--- src/rtl/i2cst_pkg.sv ---
package i2cst_pkg;
   typedef enum logic [1:0] {
      LVL_LOW   = 2'b00,
      LVL_HIGH  = 2'b01,
      LVL_OPEN  = 2'b10,
      LVL_BAD   = 2'b11
   } strap_lvl_e;

   typedef enum logic [2:0] {
      TS_IDLE,
      TS_ADDR,
      TS_ACK_WAIT,
      TS_ACK_DRIVE,
      TS_DONE
   } tgt_state_e;

   function automatic logic [2:0] pair_sel(strap_lvl_e up, strap_lvl_e dn);
      logic [2:0] r;
      case ({up, dn})
         {LVL_LOW,  LVL_LOW }: r = 3'd0;
         {LVL_LOW,  LVL_OPEN}: r = 3'd1;
         {LVL_LOW,  LVL_HIGH}: r = 3'd2;
         {LVL_OPEN, LVL_LOW }: r = 3'd3;
         {LVL_HIGH, LVL_LOW }: r = 3'd4;
         {LVL_HIGH, LVL_OPEN}: r = 3'd5;
         {LVL_HIGH, LVL_HIGH}: r = 3'd6;
         {LVL_OPEN, LVL_HIGH}: r = 3'd7;
         default:              r = 3'd0;
      endcase
      return r;
   endfunction

   function automatic logic [2:0] single_sel(strap_lvl_e dn);
      logic [2:0] r;
      case (dn)
         LVL_LOW:  r = 3'd0;
         LVL_OPEN: r = 3'd1;
         LVL_HIGH: r = 3'd2;
         default:  r = 3'd0;
      endcase
      return r;
   endfunction
endpackage

--- src/rtl/i2cst_bus_cond.sv ---
module i2cst_bus_cond (
   input  logic clk,
   input  logic rst_n,
   input  logic scl_i,
   input  logic sda_i,
   output logic start_det,
   output logic stop_det,
   output logic scl_rise,
   output logic scl_fall
);
   logic scl_q, sda_q;

   always_ff @(posedge clk or negedge rst_n) begin
      if (!rst_n) begin
         scl_q <= 1'b1;
         sda_q <= 1'b1;
      end else begin
         scl_q <= scl_i;
         sda_q <= sda_i;
      end
   end

   assign start_det = scl_i & scl_q & sda_q & ~sda_i;
   assign stop_det  = scl_i & scl_q & ~sda_q & sda_i;
   assign scl_rise  = scl_i & ~scl_q;
   assign scl_fall  = ~scl_i & scl_q;
endmodule

--- src/rtl/i2cst_strap_latch.sv ---
module i2cst_strap_latch
   import i2cst_pkg::*;
#(
   parameter int ADDR_W   = 7,
   parameter int MAX_PINS = 2,
   parameter logic [ADDR_W-4:0] ADDR_BASE = 4'b1001
) (
   input  logic              clk,
   input  logic              rst_n,
   input  logic [1:0]        strap_hi,
   input  logic [1:0]        strap_lo,
   input  logic              two_pin,
   input  logic              start_det,
   input  logic              reacquire,
   output logic [ADDR_W-1:0] addr_q
);
   generate
      if (ADDR_W < 4) begin : g_bad_width
         $fatal(1, "ADDR_W must leave room for three strap bits");
      end
      if (MAX_PINS != 1 && MAX_PINS != 2) begin : g_bad_pins
         $fatal(1, "MAX_PINS must be 1 or 2");
      end
   endgenerate

   logic [2:0] low_bits;
   logic       pending;
   logic       capture;

   generate
      if (MAX_PINS == 2) begin : g_two
         always_comb begin
            if (two_pin) low_bits = pair_sel(strap_lvl_e'(strap_hi), strap_lvl_e'(strap_lo));
            else         low_bits = single_sel(strap_lvl_e'(strap_lo));
         end
      end else begin : g_one
         logic unused_hi;
         assign unused_hi = &{1'b0, two_pin, strap_hi};
         assign low_bits  = single_sel(strap_lvl_e'(strap_lo));
      end
   endgenerate

   assign capture = (pending & start_det) | reacquire;

   always_ff @(posedge clk or negedge rst_n) begin
      if (!rst_n) begin
         pending <= 1'b1;
         addr_q  <= {ADDR_BASE, 3'd0};
      end else begin
         if (start_det) pending <= 1'b0;
         if (capture)   addr_q  <= {ADDR_BASE, low_bits};
      end
   end
endmodule

--- src/rtl/i2cst_addr_fsm.sv ---
module i2cst_addr_fsm
   import i2cst_pkg::*;
#(
   parameter int ADDR_W = 7
) (
   input  logic              clk,
   input  logic              rst_n,
   input  logic              sda_i,
   input  logic              start_det,
   input  logic              stop_det,
   input  logic              scl_rise,
   input  logic              scl_fall,
   input  logic [ADDR_W-1:0] own_addr,
   output logic              sda_pull,
   output logic              addr_match,
   output logic              rd_nwr
);
   localparam int CNT_W = $clog2(ADDR_W + 1);
   localparam logic [CNT_W-1:0] LAST_BIT = CNT_W'(ADDR_W);

   tgt_state_e        state;
   logic [CNT_W-1:0]  bit_cnt;
   logic [ADDR_W-1:0] shreg;

   always_ff @(posedge clk or negedge rst_n) begin
      if (!rst_n) begin
         state      <= TS_IDLE;
         bit_cnt    <= '0;
         shreg      <= '0;
         sda_pull   <= 1'b0;
         addr_match <= 1'b0;
         rd_nwr     <= 1'b0;
      end else begin
         addr_match <= 1'b0;
         if (start_det) begin
            state    <= TS_ADDR;
            bit_cnt  <= '0;
            sda_pull <= 1'b0;
         end else if (stop_det) begin
            state    <= TS_IDLE;
            sda_pull <= 1'b0;
         end else begin
            case (state)
               TS_ADDR: if (scl_rise) begin
                  if (bit_cnt == LAST_BIT) begin
                     if (shreg == own_addr) begin
                        addr_match <= 1'b1;
                        rd_nwr     <= sda_i;
                        state      <= TS_ACK_WAIT;
                     end else begin
                        state <= TS_IDLE;
                     end
                  end else begin
                     shreg   <= {shreg[ADDR_W-2:0], sda_i};
                     bit_cnt <= bit_cnt + 1'b1;
                  end
               end
               TS_ACK_WAIT: if (scl_fall) begin
                  sda_pull <= 1'b1;
                  state    <= TS_ACK_DRIVE;
               end
               TS_ACK_DRIVE: if (scl_fall) begin
                  sda_pull <= 1'b0;
                  state    <= TS_DONE;
               end
               default: ;
            endcase
         end
      end
   end
endmodule

--- src/rtl/i2c_strap_target.sv ---
module i2c_strap_target #(
   parameter int ADDR_W   = 7,
   parameter int MAX_PINS = 2,
   parameter logic [ADDR_W-4:0] ADDR_BASE = 4'b1001
) (
   input  logic       clk,
   input  logic       rst_n,
   input  logic       scl_i,
   input  logic       sda_i,
   input  logic [1:0] strap_hi_i,
   input  logic [1:0] strap_lo_i,
   input  logic       two_pin_mode,
   input  logic       reacquire_req,
   output logic       sda_pull_o,
   output logic       addr_match_o,
   output logic       rd_nwr_o
);
   logic              start_det, stop_det, scl_rise, scl_fall;
   logic [ADDR_W-1:0] own_addr;

   i2cst_bus_cond u_cond (
      .clk       (clk),
      .rst_n     (rst_n),
      .scl_i     (scl_i),
      .sda_i     (sda_i),
      .start_det (start_det),
      .stop_det  (stop_det),
      .scl_rise  (scl_rise),
      .scl_fall  (scl_fall)
   );

   i2cst_strap_latch #(
      .ADDR_W    (ADDR_W),
      .MAX_PINS  (MAX_PINS),
      .ADDR_BASE (ADDR_BASE)
   ) u_strap (
      .clk       (clk),
      .rst_n     (rst_n),
      .strap_hi  (strap_hi_i),
      .strap_lo  (strap_lo_i),
      .two_pin   (two_pin_mode),
      .start_det (start_det),
      .reacquire (reacquire_req),
      .addr_q    (own_addr)
   );

   i2cst_addr_fsm #(
      .ADDR_W (ADDR_W)
   ) u_fsm (
      .clk        (clk),
      .rst_n      (rst_n),
      .sda_i      (sda_i),
      .start_det  (start_det),
      .stop_det   (stop_det),
      .scl_rise   (scl_rise),
      .scl_fall   (scl_fall),
      .own_addr   (own_addr),
      .sda_pull   (sda_pull_o),
      .addr_match (addr_match_o),
      .rd_nwr     (rd_nwr_o)
   );
endmodule

--- config.mk ---
export PLATFORM = sky130hd
export DESIGN_NAME = i2c_strap_target
export DESIGN_NICKNAME = d
export VERILOG_FILES = /design/src/rtl/i2cst_pkg.sv /design/src/rtl/i2cst_bus_cond.sv /design/src/rtl/i2cst_strap_latch.sv /design/src/rtl/i2cst_addr_fsm.sv /design/src/rtl/i2c_strap_target.sv
export SDC_FILE = /design/constraint.sdc
export NUM_CORES = 1
export LEC_CHECK = 0
export BUFFER_PORTS_ARGS = -buffer_cell sky130_fd_sc_hd__buf_2
export CELL_PAD_IN_SITES_DETAIL_PLACEMENT = 1
export CELL_PAD_IN_SITES_GLOBAL_PLACEMENT = 1
export CORE_ASPECT_RATIO = 0.5
export CORE_MARGIN = 10
export CORE_UTILIZATION = 31
export CTS_BUF_LIST = sky130_fd_sc_hd__clkbuf_8
export CTS_CLUSTER_SIZE = 40
export DETAILED_ROUTE_END_ITERATION = 10
export PLACE_DENSITY_LB_ADDON = 0.1
export SLEW_MARGIN = 0
export SYNTH_ARGS = -nofsm -noshare
export SYNTH_HDL_FRONTEND = slang
export SYNTH_SLANG_ARGS = --single-unit
--- constraint.sdc ---
create_clock -name clk -period 2.45 [get_ports clk]
set_input_delay 0.245 -clock clk [delete_from_list [all_inputs] [get_ports clk]]
set_output_delay 0.245 -clock clk [all_outputs]
set_load 0.02 [all_outputs]
==> run summary, run 1 <==
The number of placed I/O pins is 13. In the global route stage, overall resource usage came out at 8.35%. The share of flip-flops with an asynchronous set or reset after synthesis is 100%. Routability-driven placement finished with a final weighted congestion of 0.745.

The clock network accounts for 39.8% of the total power. The flow ran to the end, and the final reports show no timing, DRC or antenna violations. The power share of the combinational group came out at 12.1%. The number of gates given a new drive strength after cts came out at 0. Setup slack closes at 522 ps. In the synthesized netlist the dominant register cell turns out to be sky130_fd_sc_hd__dfrtp_1. After layout, the worst path uses 78.7% of the clock period.

At the pin with the least slew margin, the transition time is 586 ps. Counting flops with a built-in enable in the synthesized netlist gives 0. The CTS clock-pin slew for the worst setup and hold paths is 80 ps.

The insertion delay of the later-clocked pin in the worst-skew pair came out at 270 ps. The global-route congestion overflow total is 0. The warning count from the yosys run came out at 0. The endpoint arrival time on the critical path is 2080 ps. The final hold violation count came out at 0. The total clock buffers created by CTS is 3. The wire length reported by the detailed router came out at 2200 µm.

The endpoint class of the critical path is a flip-flop. The area share of the largest cell type after synthesis came out at 45.1%. The power spent charging and discharging nets came out at 0.203 mW. The floorplan has 14 rows. The count of mapped cells out of synthesis came out at 89. For this configuration, the core starts out at a cell density of 33.8%. The placed wire-length estimate is 1710 µm. Yosys attributes the largest share of cell area to sky130_fd_sc_hd__dfrtp_1, sky130_fd_sc_hd__mux2_2, sky130_fd_sc_hd__dfstp_2, sky130_fd_sc_hd__xnor2_1, sky130_fd_sc_hd__nor2_1. The pin count of the biggest net entering global routing came out at 23. The area of the die came out at 6270 µm². The area overhead of the layout relative to synthesis came out at 17.2%. The signal on the critical path passes through ha_1, ha_1, nand4b_1, mux2_2. The initial antenna violation count came to 0. The max-slew headroom at the worst pin is 60.7%. VDD sags by at most 0.000275 V. The largest stage delay on the critical path came out at 550 ps. The CTS sink count is 22. The power share of the sequential group came out at 48.1%. The first-iteration detailed-routing DRC count is 20. TritonCTS built the clock tree. The cell with the largest stage delay on the worst path is sky130_fd_sc_hd__nand4b_1.

The final antenna diode count is 0. The net count of the finished layout is 117. The areal power density over the cells is 702 nW/µm². The type of the worst min-delay path is input port to flip-flop. The net count of the mapped netlist came out at 101. The data required time at the worst endpoint is 2610 ps.

Dividing the detail-routed wire length by the instance count gives 15.3 µm. CTS placed an instance of sky130_fd_sc_hd__clkbuf_8 at the clock tree root. The remaining antenna violation count after routing came out at 0. The critical path in this run is classified as flip-flop to flip-flop. The final setup violation count is 0. The count of unique library cells instantiated by Yosys is 35. The worst setup skew after layout came out at 2.34 ps. The maximum count of clock buffers along a single path came out at 2. The layout has 350 filler cells. The sum of negative setup slack came out at 0 ps. The cell taking the most area after synthesis is sky130_fd_sc_hd__dfrtp_1. After detailed routing, the number of vias per cell comes to 5.16. The global-route wire length before repair came out at 4020 µm.

The number of iterations in the first detailed-routing pass came out at 2. The count of buffers added on input and output ports is 12. The total of flip-flops plus latches after synthesis is 22. The count of pins over their slew limit is 0. The worst setup slack after placement is 514 ps. The worst setup path is launched from a flip-flop. The average instance area after synthesis is 11.8 µm². The routed via count is 743. The fraction of power spent switching nets came out at 23.5%.

The final period demand of the worst path is 1930 ps. Timing would allow up to 519 MHz. Sequential elements use 52.6% of the synthesized area. The total internal power came out at 0.663 mW. The number of max-capacitance violations reported is 0. The via count of the first global-routing pass came out at 870. The most numerous cell type found on the critical path is sky130_fd_sc_hd__ha_1.

In the routed design, unresolved DRC markers number 0. The share of final-layout standard cells stronger than drive strength 1 is 33.7%. The die span in y came out at 61.2 µm. The maximum fanout along the worst path came out at 10.

Setup repair after global routing left no endpoint under its margin. The reported leakage power is 0.591 nW. The area inside the core boundary came out at 3120 µm². In this run the number of H-tree levels came out at 1. The area of the mapped netlist is 1050 µm².

The die boundary width came out at 102 µm.
==> Yosys cell counts (2+ instances only) <==
cell / number
sky130_fd_sc_hd__a21oi_1: 3
sky130_fd_sc_hd__dfrtp_1: 19
sky130_fd_sc_hd__dfstp_2: 3
sky130_fd_sc_hd__ha_1: 2
sky130_fd_sc_hd__inv_1: 2
sky130_fd_sc_hd__mux2_2: 9
sky130_fd_sc_hd__mux2i_1: 2
sky130_fd_sc_hd__nand2_1: 6
sky130_fd_sc_hd__nand3_1: 3
sky130_fd_sc_hd__nand4_1: 2
sky130_fd_sc_hd__nor2_1: 7
sky130_fd_sc_hd__nor2b_1: 2
sky130_fd_sc_hd__o21ai_0: 2
sky130_fd_sc_hd__o22ai_1: 2
sky130_fd_sc_hd__o31ai_1: 2
sky130_fd_sc_hd__xnor2_1: 4
==> state kept, by name, indices dropped and copies added, names as in the netlist <==
register and flops:
u_fsm.shreg 7, u_fsm.bit_cnt 3, u_fsm.state 3, u_strap.addr_q 3, u_cond.scl_q 1, u_cond.sda_q 1, u_fsm.addr_match 1, u_fsm.rd_nwr 1
u_fsm.sda_pull 1, u_strap.pending 1
==> path summary, 6_finish.rpt <==
kind / start / to / slack, ps / cells past startpoint
max: u_fsm.bit_cnt[0] / u_fsm.shreg[0] / 520 / 4
min: scl_i / u_cond.scl_q / 140 / 1
max reg2reg: u_fsm.bit_cnt[0] / u_fsm.shreg[0] / 520 / 4
min reg2reg: u_strap.pending / u_strap.pending / 490 / 1
max in group asynchronous: rst_n / u_cond.scl_q / 1620 / 2
min in group asynchronous: rst_n / u_strap.addr_q[2] / 460 / 2
==> cells in the final DEF, fill, tap and decap left out <==
cell type / instances
sky130_fd_sc_hd__a21bo_2: 1
sky130_fd_sc_hd__a21oi_1: 3
sky130_fd_sc_hd__a21oi_2: 1
sky130_fd_sc_hd__a221o_1: 1
sky130_fd_sc_hd__a22o_1: 1
sky130_fd_sc_hd__a22oi_1: 1
sky130_fd_sc_hd__and2_4: 1
sky130_fd_sc_hd__and4b_2: 1
sky130_fd_sc_hd__buf_2: 12
sky130_fd_sc_hd__bufinv_16: 1
sky130_fd_sc_hd__clkbuf_8: 3
sky130_fd_sc_hd__dfrtp_1: 19
sky130_fd_sc_hd__dfstp_2: 3
sky130_fd_sc_hd__dlygate4sd3_1: 1
sky130_fd_sc_hd__ha_1: 2
sky130_fd_sc_hd__inv_1: 2
sky130_fd_sc_hd__mux2_2: 9
sky130_fd_sc_hd__mux2_4: 1
sky130_fd_sc_hd__mux2i_1: 2
sky130_fd_sc_hd__nand2_1: 6
sky130_fd_sc_hd__nand2b_1: 1
sky130_fd_sc_hd__nand3_1: 3
sky130_fd_sc_hd__nand3b_1: 1
sky130_fd_sc_hd__nand4_1: 2
sky130_fd_sc_hd__nand4b_1: 1
sky130_fd_sc_hd__nor2_1: 7
sky130_fd_sc_hd__nor2b_1: 2
sky130_fd_sc_hd__nor4b_1: 1
sky130_fd_sc_hd__nor4bb_1: 1
sky130_fd_sc_hd__o21ai_0: 2
sky130_fd_sc_hd__o22ai_1: 2
sky130_fd_sc_hd__o311a_2: 1
sky130_fd_sc_hd__o31ai_1: 2
sky130_fd_sc_hd__o32ai_1: 1
sky130_fd_sc_hd__or2_4: 1
sky130_fd_sc_hd__xnor2_1: 4
sky130_fd_sc_hd__xor2_1: 1
==> area by class of cell <==
cell class                      count  area [µm²]  area share, %
Multi-Input combinational cell     63         482           39.0
Clock inverter                      1        30.0           2.43
Tap cell                           40        50.0           4.05
Sequential cell                    22         554           44.9
Inverter                            2        7.51          0.608
Timing Repair Buffer               13        70.1           5.67
Clock buffer                        3        41.3           3.34
==> layer usage <==
metal	up-vias	wire length (µm)	track usage [%]	part of all wire (%)
met1	374	975	8.80	44
li1	355	-	-	-
met3	2	101	3.35	4.6
met4	0	36	4.58	1.6
met5	-	0	0	0
met2	12	1080	14.4	49
==> worst max-delay path: cells and delay by family, from the launching register on <==
kind          cells  cell delay (ps)
flops             1              400
simple gates      1              550
mux               1              470
fa+ha+maj         2              400
==> per-stage QoR <==
| stage | area [µm²] | instances | hold slack (ps) | total power, mW | utilization, % |
|---|---|---|---|---|---|
| finish | 1230 | 144 | 136 | 0.866 | 39.6 |
| global route | 1230 | 144 | 129 | 0.919 | 39.6 |
| floorplan | 1050 | 89 | -50.6 | 0.489 | - |
| detailed placement | 1150 | 139 | 243 | 0.530 | 37.0 |
| global placement | 1150 | 139 | 226 | 0.523 | 37.0 |
| CTS | 1230 | 144 | 132 | 0.877 | 39.6 |
==> power groups by stage <==
stage | clock network (mW) | logic (mW) | registers, mW
final | 0.345 | 0.105 | 0.417
after global routing | 0.376 | 0.121 | 0.422
after CTS | 0.353 | 0.108 | 0.417
after detailed placement | 0 | 0.106 | 0.424
after global placement | 0 | 0.101 | 0.423
after floorplan | 0 | 0.0647 | 0.424
==> logic make-up (layout without fill, tap and decap cells) <==
family | count (synthesis) | in the layout | synth area share, %
flops | 22 | 22 | 52.6
mux | 12 | 12 | 12.9
buf+inv | 4 | 19 | 1.66
fa+ha+maj | 2 | 2 | 2.37
simple gates | 28 | 28 | 15.1
xor+xnor | 5 | 5 | 4.16
compound gates | 16 | 16 | 11.2
==> timing repair <==
item | CTS | global route
hold endpoints to repair | 19 | 0
setup buffers | 0 | 0
hold buffers | 1 | 0
Note: power is estimated with default switching activity, not from simulation.
==> run 2: changes to the inputs <==
- clock period: 2.45 -> 1.6 ns (I/O delays scaled with it)
==> run 2 against run 1 <==
Sequential cell count is the same. Die area is the same. Sequential share of layout area shrank 3.8 points. Critical path type unchanged. Largest cell class unchanged.
==> run summary, run 2 (same netlist as run 1, synthesis figures left out) <==
The flow ran to the end, and the final reports show no timing, DRC or antenna violations. The met3 track utilization from global routing is 2.91% (-0.45 points). The first-iteration detailed-routing DRC count came to 16 (-20%). The flip-flop count of the largest register after layout came out at 7 (unchanged).

The site row count is 14 (unchanged). The placed wire-length estimate is 1770 µm (+3.4%). The area inside the core boundary came to 3120 µm² (unchanged). The achievable frequency came to 646 MHz (+24%). The transition time at the pin with the least slew margin is 504 ps (-82.5 ps). The maximum fanout along the worst path is 3 (-7).

The total DRC errors in the routed layout is 0 (unchanged). The final setup violation count came out at 0 (unchanged). The maximum count of clock buffers along a single path came out at 2 (unchanged).

The most common cell after layout, fill and taps aside is sky130_fd_sc_hd__dfrtp_1. The pin count of the biggest net entering global routing was 23 (unchanged). The minimum setup slack in the final design is 51.4 ps (-471 ps).

The area of the die was 6270 µm² (unchanged). The max-slew headroom at the worst pin came out at 66.4% (+5.7 points). The worst ir drop on vdd is 0.000363 V (+32%). The areal power density over the cells came out at 1000 nW/µm² (+43%). The die boundary width came out at 102 µm (unchanged). The total area of sequential cells came to 554 µm² (unchanged). The average wire per cell in the routed design is 16.3 µm (+6.6%).

The insertion delay of the later-clocked pin in the worst-skew pair is 270 ps (about the same). The H-tree level count is 1 (unchanged). The worst setup slack after placement came to -17.0 ps (-531 ps).

The via count of the first global-routing pass came to 868 (-0.23%). The weighted congestion reported at the end of routability-driven placement came out at 0.799 (+7.2%). The final period utilization came out at 96.8% (+18 points).

The remaining antenna violation count after routing is 0 (unchanged). The tightest min-delay check is of the input port to flip-flop type. The total clock buffers created by CTS came out at 3 (unchanged). Setup repair after global routing could not meet its margin everywhere. The final period demand of the worst path is 1550 ps (-379 ps). The final antenna diode count came out at 0 (unchanged). The routed via count came to 787 (+5.9%). The number of fill cells is 360 (+2.9%). The endpoint arrival time on the critical path is 1700 ps (-380 ps). The count of port buffers added during placement came out at 12 (unchanged).

The total global-route track usage came to 8.61% (+0.27 points). The CTS sink count came to 22 (unchanged). The area of the multi-input gates was 534 µm² (+11%). The sort of element at the start of the critical path is a flip-flop. The via density per instance was 5.18 (+0.35%). The met2 usage in global routing came out at 15.2% (+0.72 points). The data required time at the worst endpoint is 1760 ps (-850 ps). The reported leakage power came out at 0.637 nW (+7.8%).

The total non-filler cell area in the finished layout came out at 1350 µm² (+9.1%). The reg2reg setup slack was 50 ps (-470 ps). In the layout the commonest cells are sky130_fd_sc_hd__dfrtp_1, sky130_fd_sc_hd__buf_2, sky130_fd_sc_hd__mux2_2, sky130_fd_sc_hd__buf_4.

The global-route congestion overflow total is 0 (unchanged). The number of max-capacitance violations reported came out at 0 (unchanged). The largest stage delay on the critical path is 390 ps (-160 ps).

The global routing's busiest layer is met2. The cell with the largest stage delay on the worst path is sky130_fd_sc_hd__dfrtp_1. The global-route wire length before repair came out at 4170 µm (+4.0%). The number of placed I/O pins is 13 (unchanged). The register with the most flip-flops in the final layout is u_fsm.shreg. The worst hold slack is 62.5 ps (-73.0 ps). The die span in y came to 61.2 µm (unchanged). The starting utilization of the core area came out at 33.8% (unchanged). The total number of nets in the final design came out at 125 (+6.8%). The share of final-layout standard cells stronger than drive strength 1 came out at 42.9% (+9.2 points). The initial antenna violation count is 0 (unchanged). Walking the worst path, the cells encountered are ha_2, ha_4, nand4_1, o311a_4, mux2_4.

The number of iterations in the first detailed-routing pass is 4 (+2). The total power is 1.35 mW (+56%). The setup path with the least slack is of type flip-flop to flip-flop. The post-detailed-placement cell area came out at 1180 µm² (+2.6%).

The clock tree from TritonCTS is built. The count of pins over their slew limit was 0 (unchanged). Relative to the synthesized area, the layout overhead comes to 27.9%.

The wire length reported by the detailed router is 2470 µm (+13%). The worst setup skew after layout came out at 5.03 ps (+2.69 ps). CTS placed an instance of sky130_fd_sc_hd__clkbuf_8 at the clock tree root.

STA classifies the critical path endpoint as a flip-flop. The final hold violation count came out at 0 (unchanged). The CTS clock-pin slew for the worst setup and hold paths came out at 80 ps (about the same). The met1 layer usage reported by global route is 9.77% (+0.98 points).
[run 2: per-stage QoR]
stage | instances | utilization [%] | setup TNS, ps
after global placement | 143 | 38.0 | 0
final | 152 | 43.2 | 0
after global routing | 152 | 43.2 | -42.0
after floorplan | 89 | - | 0
after detailed placement | 143 | 38.0 | -33.0
after CTS | 150 | 41.9 | 0
[run 2: layout make-up]
class	count	share of cell area (%)
Clock buffer	3	3.06
Clock inverter	1	2.23
Inverter	2	0.557
Multi-Input combinational cell	63	39.6
Sequential cell	22	41.1
Tap cell	40	3.71
Timing Repair Buffer	21	9.66
[run 2: worst paths after layout]
check                                  from           endpoint  cells past startpoint
max in group asynchronous             rst_n       u_cond.scl_q                      2
max reg2reg                u_fsm.bit_cnt[1]     u_fsm.state[0]                      5
min in group asynchronous             rst_n  u_strap.addr_q[2]                      2
max                        u_fsm.bit_cnt[1]     u_fsm.state[0]                      5
min                                   sda_i       u_cond.sda_q                      1
min reg2reg                 u_strap.pending    u_strap.pending                      1
[run 2: power breakdown]
| group | total, mW | internal (mW) | switching, mW |
|---|---|---|---|
| Sequential | 0.636 | 0.602 | 0.0345 |
| Combinational | 0.188 | 0.0985 | 0.0897 |
| Clock | 0.525 | 0.334 | 0.190 |
| Total | 1.35 | 1.03 | 0.314 |
[run 2: critical path, delay by kind of cell, from the launching register on]
| kind | cells | cell delay [ps] |
|---|---|---|
| adders and majority gates | 2 | 360 |
| DFF | 1 | 390 |
| muxes | 1 | 290 |
| AOI/OAI and AO/OA | 1 | 240 |
| and+or+nand+nor | 1 | 160 |
[run 2: per-layer routing]
metal | vias up | routed length (µm)
li1 | 369 | -
met1 | 399 | 1090
met2 | 16 | 1290
met3 | 3 | 82
met4 | 0 | 7
met5 | - | 0
[run 2: what timing repair did]
action / in CTS / in global routing
hold endpoints to repair: 19 / 0
gates resized for setup: 4 / 5
endpoints found under the setup margin: 2 / 4
hold buffers: 1 / 0
setup buffers: 2 / 2
pin swaps: 2 / 6
==> run 3: changes to the inputs <==
- CORE_ASPECT_RATIO: 0.5 -> unset
- CORE_UTILIZATION: 31 -> 42
- CTS_BUF_LIST: sky130_fd_sc_hd__clkbuf_8 -> sky130_fd_sc_hd__clkbuf_2
==> run 3 against run 2 <==
Global-route usage grew 0.76 points. Register-to-register slack got worse by 80 ps. The run now ends with negative setup slack left. Sequential cell count unchanged. Clock power decreased by 54%. Via count is 1.4% lower. Largest power group unchanged.
==> run summary, run 3 (same netlist as run 1, synthesis figures left out) <==
The count of port buffers added during placement came out at 12 (unchanged). The die span in y is 70.1 µm (+14%). The number of iterations in the first detailed-routing pass came to 2 (-2). The most common cell after layout, fill and taps aside is sky130_fd_sc_hd__dfrtp_1. The reg2reg setup slack is -30 ps (-80 ps). The worst ir drop on vdd came out at 0.000454 V (+25%). The reported leakage power came out at 0.616 nW (-3.3%).

The tightest min-delay check is of the input port to flip-flop type. The global-route wire length before repair is 3930 µm (-5.8%). The fraction of power spent switching nets is 28.4% (+5.1 points). Walking the worst path, the cells encountered are ha_2, ha_4, nand4_1, o311a_4, mux2_4.

The total global-route track usage came out at 9.38% (+0.76 points). The average wire per cell in the routed design is 16.5 µm (+1.3%). The worst setup slack after placement is -15.0 ps (+2.01 ps). TritonCTS built the clock tree.

The flip-flop count of the largest register after layout came out at 7 (unchanged). The number of standard cells in the final layout excluding fillers is 144 (-5.3%). The via density per instance is 5.39 (+4.1%).

The maximum fanout along the worst path came out at 3 (unchanged). The CTS sink count is 22 (unchanged). The total power is 1.07 mW (-21%). The total DRC errors in the routed layout was 0 (unchanged).

The endpoint arrival time on the critical path came to 1880 ps (+180 ps). The power spent charging and discharging nets was 0.304 mW (-3.4%). In the layout the commonest cells are sky130_fd_sc_hd__dfrtp_1, sky130_fd_sc_hd__buf_2, sky130_fd_sc_hd__mux2_2, sky130_fd_sc_hd__buf_4.

The H-tree level count is 1 (unchanged). The startpoint of the worst register-to-register path is u_fsm.bit_cnt[0]. The CTS clock-pin slew for the worst setup and hold paths is 210 ps (+130 ps). The final hold violation count came to 0 (unchanged). The sort of element at the start of the critical path is a flip-flop. The placed wire-length estimate is 1680 µm (-4.9%). The total number of nets in the final design was 127 (+1.6%). The cell depth of the worst flop-to-flop path is 5 (unchanged). The max-slew headroom at the worst pin is 67.8% (+1.3 points). The starting utilization of the core area is 43.3% (+9.5 points). The total internal power was 0.767 mW (-26%). The power share of the combinational group came to 17.8% (+3.8 points). The final antenna diode count came out at 0 (unchanged). The worst setup path category is flip-flop to flip-flop. The initial antenna violation count is 0 (unchanged). The final period utilization is 102% (+5.3 points). The final setup violation count came out at 2 (+2). The weighted congestion reported at the end of routability-driven placement is 0.711 (-11%). For this design, the slowest cell found on the critical path is sky130_fd_sc_hd__dfrtp_1. The worst hold slack came out at 31.9 ps (-30.6 ps). The share of final-layout standard cells stronger than drive strength 1 is 43.9% (+1.0 points). The worst setup path is captured at a flip-flop. The final period demand of the worst path is 1630 ps (+84.1 ps). The routed via count came to 776 (-1.4%). The maximum count of clock buffers along a single path is 2 (unchanged). The via count of the first global-routing pass came out at 843 (-2.9%).

The worst setup skew after layout came out at 1.34 ps (-3.69 ps). The area overhead of the layout relative to synthesis is 23.3%. The die boundary width came to 70.1 µm (-32%). The cell count after placement came to 132 (-7.7%). The remaining antenna violation count after routing came out at 0 (unchanged). The buffer and inverter count on the worst path is 0 (unchanged).

For hold timing, the worst endpoint is u_strap.addr_q[1]. The run finished, with violations left. The checks that failed: negative setup slack. The area inside the core boundary came out at 2430 µm² (-22%). The critical register-to-register path endpoint is u_fsm.state[0].

The data required time at the worst endpoint is 1850 ps (+90 ps). The achievable frequency is 612 MHz (-5.2%). The number of max-capacitance violations reported came out at 0 (unchanged). The wire length reported by the detailed router came out at 2370 µm (-4.0%). The count of pins over their slew limit is 0 (unchanged). The area of the die came out at 4910 µm² (-22%). The insertion delay of the later-clocked pin in the worst-skew pair came to 330 ps (+60 ps).

The transition time at the pin with the least slew margin is 484 ps (-20.2 ps). The kind of cell with the highest combined delay along the critical path is flip-flops. The number of fill cells is 263 (-27%). The power share of the sequential group came out at 59.6% (+12 points). The largest stage delay on the critical path was 440 ps (+50 ps). The instance count along the most critical hold path came out at 2 (+1). The first-iteration detailed-routing DRC count came out at 22 (+6). Setup repair after global routing could not meet its margin everywhere.

The sum of negative setup slack came to -46.4 ps (-46.4 ps). The register with the most flip-flops in the final layout is u_fsm.shreg. The worst hold path begins at strap_lo_i[1].

The number of placed I/O pins came out at 13 (unchanged). The minimum setup slack in the final design came out at -32.7 ps (-84.1 ps). The total clock buffers created by CTS came to 3 (unchanged). The tree is rooted in a sky130_fd_sc_hd__clkbuf_2. The pin count of the biggest net entering global routing is 23 (unchanged). The site row count is 18 (+4). The areal power density over the cells came out at 824 nW/µm² (-18%). The global-route congestion overflow total came out at 0 (unchanged). The power share of the clock group came out at 22.6% (-16 points).
run 3: worst max-delay path by stage:
stage / start / endpoint / slack [ps] / depth (start not counted)
floorplan: u_fsm.bit_cnt[0] / u_fsm.state[0] / 100 / 5
global placement: u_fsm.bit_cnt[0] / u_fsm.state[0] / 50 / 5
detailed placement: u_fsm.bit_cnt[0] / u_fsm.state[0] / -10 / 5
CTS: u_fsm.state[0] / u_fsm.state[1] / -50 / 5
global route: u_fsm.shreg[5] / u_fsm.rd_nwr / -90 / 4
finish: u_fsm.bit_cnt[0] / u_fsm.state[0] / -30 / 5
run 3: layer usage:
layer,vias to the layer above,GRT usage [%],routed length (µm)
met5,-,0,0
met4,0,4.61,29
met3,4,2.12,69
met2,10,14.8,1160
met1,388,11.6,1120
li1,374,-,-
run 3: what timing repair did:
action                                  CTS  global route
hold buffers                              3             0
buffers inserted                          0             5
endpoints found under the setup margin    3            11
pin swaps                                 0             3
endpoints found under the hold margin    21             0
resized for setup                         0            10
run 3: cell type report:
cell class / instances / area (µm²) / area share (%)
Timing Repair Buffer: 23 / 150 / 11.6
Multi-Input combinational cell: 63 / 528 / 40.7
Inverter: 2 / 7.51 / 0.578
Clock buffer: 4 / 20.0 / 1.54
Sequential cell: 22 / 556 / 42.8
Tap cell: 30 / 37.5 / 2.89
run 3: worst register-to-register path: stages (launching register included):
cell                      delay, ps
sky130_fd_sc_hd__dfrtp_1        440
sky130_fd_sc_hd__ha_2           210
sky130_fd_sc_hd__ha_4           150
sky130_fd_sc_hd__nand4_1        190
sky130_fd_sc_hd__o311a_4        260
sky130_fd_sc_hd__mux2_4         300
run 3: power groups by stage:
| stage | logic [mW] | clock network (mW) | registers [mW] |
|---|---|---|---|
| 2_1_floorplan | 0.0991 | 0 | 0.649 |
| 3_5_place_dp | 0.167 | 0 | 0.648 |
| 6_report | 0.190 | 0.242 | 0.638 |
| 3_3_place_gp | 0.159 | 0 | 0.645 |
| 5_1_grt | 0.216 | 0.280 | 0.646 |
| 4_1_cts | 0.173 | 0.247 | 0.638 |
run 3: metrics by stage:
stage / utilization [%] / instance area (µm²)
after floorplan: - / 1050
after global placement: 47.8 / 1160
after detailed placement: 47.8 / 1160
after CTS: 49.9 / 1210
after global routing: 53.4 / 1300
final: 53.4 / 1300
